[config.mk]
export PLATFORM = sky130hd
export DESIGN_NAME = eeprom_page_writer
export DESIGN_NICKNAME = d
export VERILOG_FILES = /design/src/rtl/eepw_pkg.sv /design/src/rtl/eepw_spi_shift.sv /design/src/rtl/eepw_burst_calc.sv /design/src/rtl/eeprom_page_writer.sv
export SDC_FILE = /design/constraint.sdc
export NUM_CORES = 1
export LEC_CHECK = 0
export CAP_MARGIN = 20
export CORE_MARGIN = 8
export CORE_UTILIZATION = 53
export CTS_CLUSTER_SIZE = 24
export DETAILED_ROUTE_END_ITERATION = 6
export GPL_TIMING_DRIVEN = 0
export PLACE_DENSITY_LB_ADDON = 0.12
export SYNTH_ARGS = -nofsm -noshare
export SYNTH_HDL_FRONTEND = slang
export SYNTH_SLANG_ARGS = --single-unit
[constraint.sdc]
create_clock -name clk -period 5.2 [get_ports clk]
set_input_delay 1.04 -clock clk [delete_from_list [all_inputs] [get_ports clk]]
set_output_delay 1.04 -clock clk [all_outputs]
set_load 0.01 [all_outputs]
[src/rtl/eepw_pkg.sv]
package eepw_pkg;
  localparam logic [7:0] OP_WEN  = 8'h06;
  localparam logic [7:0] OP_PROG = 8'h02;
  localparam logic [7:0] OP_STAT = 8'h05;
  localparam logic [7:0] FILLER  = 8'h00;

  typedef enum logic [3:0] {
    ST_IDLE, ST_WEN, ST_OPC, ST_AHI, ST_ALO, ST_DATA, ST_RDSR, ST_STAT, ST_GAP
  } st_e;
endpackage

[src/rtl/eepw_spi_shift.sv]
module eepw_spi_shift #(
  parameter int CLK_DIV = 4
) (
  input  logic       clk,
  input  logic       rst_n,
  input  logic       go,
  input  logic [7:0] tx,
  input  logic       miso,
  output logic       sck,
  output logic       mosi,
  output logic       busy,
  output logic       done,
  output logic [7:0] rx
);
  localparam int DW = (CLK_DIV > 1) ? $clog2(CLK_DIV) : 1;

  logic [DW-1:0] cnt_q;
  logic [2:0]    bit_q;
  logic [7:0]    sh_q;

  assign mosi = sh_q[7];

  always_ff @(posedge clk or negedge rst_n) begin
    if (!rst_n) begin
      cnt_q <= '0;
      bit_q <= '0;
      sh_q  <= '0;
      rx    <= '0;
      sck   <= 1'b0;
      busy  <= 1'b0;
      done  <= 1'b0;
    end else begin
      done <= 1'b0;
      if (!busy) begin
        if (go) begin
          busy  <= 1'b1;
          sh_q  <= tx;
          bit_q <= '0;
          cnt_q <= '0;
          sck   <= 1'b0;
        end
      end else if (cnt_q == DW'(CLK_DIV - 1)) begin
        cnt_q <= '0;
        if (!sck) begin
          sck <= 1'b1;
          rx  <= {rx[6:0], miso};
        end else begin
          sck <= 1'b0;
          if (bit_q == 3'd7) begin
            busy <= 1'b0;
            done <= 1'b1;
          end else begin
            bit_q <= bit_q + 3'd1;
            sh_q  <= {sh_q[6:0], 1'b0};
          end
        end
      end else begin
        cnt_q <= cnt_q + DW'(1);
      end
    end
  end
endmodule

[src/rtl/eepw_burst_calc.sv]
module eepw_burst_calc #(
  parameter int PAGE_BYTES = 64,
  parameter int CNT_W      = 16,
  localparam int PW = $clog2(PAGE_BYTES),
  localparam int LW = PW + 1
) (
  input  logic [PW-1:0]    offset,
  input  logic [CNT_W-1:0] remain,
  output logic [LW-1:0]    burst
);
  localparam int WW = (CNT_W > LW) ? CNT_W : LW;

  logic [WW-1:0] room_w;
  logic [WW-1:0] rem_w;

  always_comb begin
    room_w = WW'(PAGE_BYTES) - WW'(offset);
    rem_w  = WW'(remain);
    burst  = (rem_w < room_w) ? LW'(rem_w) : LW'(room_w);
  end
endmodule

[src/rtl/eeprom_page_writer.sv]
module eeprom_page_writer
  import eepw_pkg::*;
#(
  parameter int CLK_DIV    = 4,
  parameter int PAGE_BYTES = 64,
  parameter int CNT_W      = 16,
  parameter int CS_GAP_SCK = 2
) (
  input  logic             clk,
  input  logic             rst_n,
  input  logic             start_i,
  input  logic [15:0]      addr_i,
  input  logic [CNT_W-1:0] count_i,
  input  logic             in_valid,
  input  logic [7:0]       in_data,
  output logic             in_ready,
  output logic             sck,
  output logic             cs_n,
  output logic             mosi,
  input  logic             miso,
  output logic             busy_o,
  output logic             done_o
);
  localparam int PW      = $clog2(PAGE_BYTES);
  localparam int LW      = PW + 1;
  localparam int GAP_CYC = CS_GAP_SCK * 2 * CLK_DIV;
  localparam int GW      = $clog2(GAP_CYC + 1);

  st_e              state_q, gap_ret_q;
  logic             issued_q;
  logic [15:0]      addr_q;
  logic [CNT_W-1:0] remain_q;
  logic [LW-1:0]    left_q;
  logic [GW-1:0]    gap_q;
  logic             stat_bit_q;
  logic             done_q;

  logic             sh_go, sh_busy, sh_done;
  logic [7:0]       sh_tx, sh_rx;
  logic             cmd_state;
  logic [PW-1:0]    bc_off;
  logic [CNT_W-1:0] bc_rem;
  logic [LW-1:0]    burst;

  assign bc_off = (state_q == ST_IDLE) ? addr_i[PW-1:0] : addr_q[PW-1:0];
  assign bc_rem = (state_q == ST_IDLE) ? count_i : remain_q;

  eepw_burst_calc #(.PAGE_BYTES(PAGE_BYTES), .CNT_W(CNT_W)) u_burst (
    .offset(bc_off), .remain(bc_rem), .burst(burst)
  );

  always_comb begin
    cmd_state = 1'b0;
    sh_tx     = FILLER;
    unique case (state_q)
      ST_WEN:  begin cmd_state = 1'b1; sh_tx = OP_WEN;       end
      ST_OPC:  begin cmd_state = 1'b1; sh_tx = OP_PROG;      end
      ST_AHI:  begin cmd_state = 1'b1; sh_tx = addr_q[15:8]; end
      ST_ALO:  begin cmd_state = 1'b1; sh_tx = addr_q[7:0];  end
      ST_DATA: sh_tx = in_data;
      ST_RDSR: begin cmd_state = 1'b1; sh_tx = OP_STAT;      end
      ST_STAT: begin cmd_state = 1'b1; sh_tx = FILLER;       end
      default: sh_tx = FILLER;
    endcase
  end

  assign in_ready = (state_q == ST_DATA) && !issued_q;
  assign sh_go    = (cmd_state && !issued_q) || (in_valid && in_ready);
  assign cs_n     = (state_q == ST_IDLE) || (state_q == ST_GAP);
  assign busy_o   = (state_q != ST_IDLE);
  assign done_o   = done_q;

  eepw_spi_shift #(.CLK_DIV(CLK_DIV)) u_shift (
    .clk(clk), .rst_n(rst_n), .go(sh_go), .tx(sh_tx), .miso(miso),
    .sck(sck), .mosi(mosi), .busy(sh_busy), .done(sh_done), .rx(sh_rx)
  );

  always_ff @(posedge clk or negedge rst_n) begin
    if (!rst_n) begin
      state_q    <= ST_IDLE;
      gap_ret_q  <= ST_IDLE;
      issued_q   <= 1'b0;
      addr_q     <= '0;
      remain_q   <= '0;
      left_q     <= '0;
      gap_q      <= '0;
      stat_bit_q <= 1'b0;
      done_q     <= 1'b0;
    end else begin
      done_q <= 1'b0;
      if (sh_go && !sh_busy) issued_q <= 1'b1;
      if (sh_done) issued_q <= 1'b0;

      unique case (state_q)
        ST_IDLE: if (start_i) begin
          if (count_i == '0) begin
            done_q <= 1'b1;
          end else begin
            addr_q   <= addr_i;
            remain_q <= count_i;
            left_q   <= burst;
            state_q  <= ST_WEN;
          end
        end
        ST_WEN: if (sh_done) begin
          gap_ret_q <= ST_OPC;
          state_q   <= ST_GAP;
        end
        ST_OPC:  if (sh_done) state_q <= ST_AHI;
        ST_AHI:  if (sh_done) state_q <= ST_ALO;
        ST_ALO:  if (sh_done) state_q <= ST_DATA;
        ST_DATA: if (sh_done) begin
          addr_q   <= addr_q + 16'd1;
          remain_q <= remain_q - CNT_W'(1);
          left_q   <= left_q - LW'(1);
          if (left_q == LW'(1)) begin
            gap_ret_q <= ST_RDSR;
            state_q   <= ST_GAP;
          end
        end
        ST_RDSR: if (sh_done) state_q <= ST_STAT;
        ST_STAT: if (sh_done) begin
          stat_bit_q <= sh_rx[0];
          gap_ret_q  <= ST_IDLE;
          state_q    <= ST_GAP;
        end
        ST_GAP: begin
          if (gap_q == GW'(GAP_CYC - 1)) begin
            gap_q <= '0;
            if (gap_ret_q != ST_IDLE) begin
              state_q <= gap_ret_q;
            end else if (stat_bit_q) begin
              state_q <= ST_RDSR;
            end else if (remain_q == '0) begin
              state_q <= ST_IDLE;
              done_q  <= 1'b1;
            end else begin
              left_q  <= burst;
              state_q <= ST_WEN;
            end
          end else begin
            gap_q <= gap_q + GW'(1);
          end
        end
        default: state_q <= ST_IDLE;
      endcase
    end
  end
endmodule

==> impl_metrics.py <==
metrics = {
    "outcome": {
        "outcome": "completed",
    },
    "power_and_ir_drop": {
        "internal_power_w": 0.00139,
        "peakVddDrop_mv": 0.227,
        "fin_total_pwr_w": 0.00249,
        "p_sw_share_pct": 44.2,
        "p_comb_share_pct": 46.2,
        "seqPwrFrac_pct": 35.4,
        "leakage_nw": 2.32,
        "p_sw_w": 0.00110,
        "p_per_area_mw_per_mm2": 442,
        "power_frac_clock_pct": 18.4,
    },
    "worst_setup_path": {
        "path_class": "flop to flop",
        "required_ps": 5430,
        "r2r_start": "state_q[1]",
        "crit_path_end_kind": "flop",
        "cp_cell_sequence": "buf_2, nor4_4, clkbuf_1, buf_2, mux2i_1, ha_1, nor3b_1, xnor2_1, mux2i_1, ha_1, and4_1, nand3_1, a311oi_1, or4_1, buf_6, mux2i_1, a221o_1",
        "slowest_delay_ps": 450,
        "startpoint_type": "flop",
        "critPathMostFrequentCell": "mux2i_1",
        "rrSetupSlack_ps": 670,
        "critPathMaxFanout": 10,
        "slowest_stage": "clkbuf_1",
        "arrival_ps": 4760,
        "r2r_end": "left_q[0]",
        "r2r_cells": 17,
    },
    "die": {
        "row_count": 34,
        "ios": 51,
        "fp.dieH_um": 111,
        "die_w_um": 111,
        "die_area_mm2": 0.0123,
        "start_util_pct": 54.6,
        "placeableCoreArea_mm2": 0.00872,
    },
    "clock_network": {
        "post_cts_buffers": 0,
        "ctsLongestPathBuffers": 2,
        "postCtsResizedCells": 0,
        "numCtsBuffers": 9,
        "cts.sinks": 70,
        "ctsHoldBuffers": 0,
        "clk_latency_ps": 350,
        "clk_pin_slew_ps": 90,
        "htreeDepth": 3,
        "cts_tree": "built",
        "clock-root-buffer": "clkbuf_8",
    },
    "synth": {
        "synth-edff-count": 0,
        "syn_area_mm2": 0.00476,
        "ys_warn_count": 0,
        "netlist_instances": 586,
        "avgSynthCellArea_um2": 8.13,
        "yosysUniqueCellTypes": 65,
        "async_reset_ff_share_pct": 100,
        "synth.net_count": 646,
        "seq_area_frac_synth_pct": 36.8,
        "ys_seq_elements": 70,
        "synth-main-ff-cell": "dfrtp_1",
    },
    "min_path": {
        "holdPathStages": 1,
        "min_from": "u_shift.cnt_q[0]",
        "min_path_type": "flop to flop",
        "hold_end": "u_shift.cnt_q[0]",
    },
    "finish": {
        "diodes": 0,
        "layout.nets": 708,
        "syn_to_final_growth_pct": 18.0,
        "final_core_util_pct": 64.5,
        "regArea_mm2": 0.00175,
        "nFillCells": 771,
        "layout-drive-gt1-share_pct": 6.58,
        "multiInputGateArea_mm2": 0.00275,
    },
    "global_route": {
        "antenna_found_initial": 0,
        "grt-ovfl-total": 0,
        "grt_pass1_wl_um": 23600,
        "first_global_vias": 4734,
        "grt_use_total_pct": 22.9,
        "grt_max_degree": 46,
    },
    "route": {
        "routed-via-count": 4816,
        "drc": 0,
        "viasPerCell": 6.33,
        "dr.pass1.iters": 5,
        "wl_per_cell_um": 18.9,
        "drt_iter0_drc": 418,
        "routed_wl_um": 14400,
        "antenna_left": 0,
    },
    "timing": {
        "worstMarginPinSlew_ps": 959,
        "fin_tns_setup_ps": 0,
        "rsz0062_at_grt": "false",
        "skew_ps": 10.8,
        "min_period_ps": 4530,
        "slew_headroom_pct": 35.6,
        "hold_viol": 0,
        "min_period_over_period_pct": 87.1,
        "setup_violations": 0,
        "fmax_mhz": 221,
        "maxSlewViolCount": 0,
        "worst_slack_ps": 673,
    },
    "placed_design": {
        "dp_hpwl_um": 10600,
        "place.gp.congestion": 0.890,
        "portBuffers": 50,
        "pre_cts_slack_ps": 717,
    },
    "job": {
        "max_cap_viol_count": 0,
    },
}
worst max-delay path: cells and delay by family (launching register included):
family | cells | cell delay (ps)
xor gates and xnor gates | 1 | 100
DFF | 1 | 360
AOI/OAI and AO/OA | 2 | 370
muxes | 3 | 630
buffers and inverters | 4 | 1110
adders and majority gates | 2 | 550
and+or+nand+nor | 5 | 1290
logic make-up after synthesis:
| family | share of synthesized area [%] |
|---|---|
| AO/OA/AOI/OAI | 24.1 |
| XOR/XNOR | 2.21 |
| adder cells (fa/ha/maj) | 3.94 |
| buffers and inverters | 5.57 |
| flip-flops | 36.8 |
| multiplexers | 3.86 |
| AND/OR/NAND/NOR | 23.5 |
flip-flops by register name (all words and copies together) (netlist names), 2 cells and up:
name,cells
left_q,7
u_shift.cnt_q,2
u_shift.sh_q,8
gap_ret_q,2
state_q,4
u_shift.bit_q,3
addr_q,16
remain_q,16
gap_q,5
how the worst max path moves through the flow:
| stage | from | to | depth (start not counted) |
|---|---|---|---|
| after floorplan | state_q[0] | left_q[0] | 17 |
| after global placement | rst_n | u_shift.sh_q[7] | 1 |
| after detailed placement | state_q[1] | left_q[0] | 17 |
| after CTS | state_q[1] | left_q[0] | 17 |
| after global routing | state_q[1] | left_q[0] | 17 |
| final | state_q[1] | left_q[0] | 17 |
per-stage QoR:
step | instance area [um^2] | std cells | hold WS [ps]
after floorplan | 4760 | 586 | 448
final | 5620 | 761 | 496
after CTS | 5620 | 761 | 498
after detailed placement | 5420 | 745 | 482
after global routing | 5620 | 761 | 510
after global placement | 5400 | 744 | 466
cells in the mapped netlist, types with 9 or more instances:
cell type | number | area [um^2]
dfrtp_1 | 70 | 1750
a21oi_1 | 68 | 340
nand2_1 | 61 | 229
o21ai_0 | 54 | 270
nor2_1 | 52 | 195
clkbuf_1 | 27 | 101
inv_1 | 23 | 86.3
nor3_1 | 22 | 110
nand3_1 | 18 | 90.1
ha_1 | 15 | 188
mux2i_1 | 15 | 150
xnor2_1 | 10 | 87.6
o22ai_1 | 9 | 56.3
or3_1 | 9 | 56.3
or4_1 | 9 | 67.6
placed cells by master (no fill, tap or decap), types with 15 or more instances in the layout:
cell,Yosys,final
o21ai_0,54,54
nor3_1,22,22
clkbuf_1,27,27
nand2_1,61,61
mux2i_1,15,15
ha_1,15,15
dfrtp_1,70,70
clkdlybuf4s50_1,0,49
nor2_1,52,52
a21oi_1,68,68
inv_1,23,23
nand3_1,18,18
power groups by stage:
stage | clock, W | combinational (W) | sequential [W]
after floorplan | 0 | 0.000822 | 0.000828
after global placement | 0 | 0.00109 | 0.000874
after detailed placement | 0 | 0.00113 | 0.000884
after CTS | 0.000459 | 0.00113 | 0.000873
after global routing | 0.000480 | 0.00128 | 0.000900
final | 0.000457 | 0.00115 | 0.000881
routing by layer:
layer	part of all wire, %	routed length [um]	vias to the layer above	global-route usage (%)
met5	0	0	-	0
met4	2.2	319	0	8.47
met3	6.5	938	25	4.06
met2	48	6830	177	38.7
met1	44	6270	2340	28.3
li1	-	-	2274	-
layout make-up:
cell class,count,share of cell area (%)
Buffer,40,3.12
Inverter,24,1.60
Clock buffer,10,2.45
Sequential cell,70,31.2
Clock inverter,6,1.09
Timing Repair Buffer,51,9.35
Multi-Input combinational cell,452,48.8
Tap cell,108,2.40
Power figures use the tool's default switching activity.
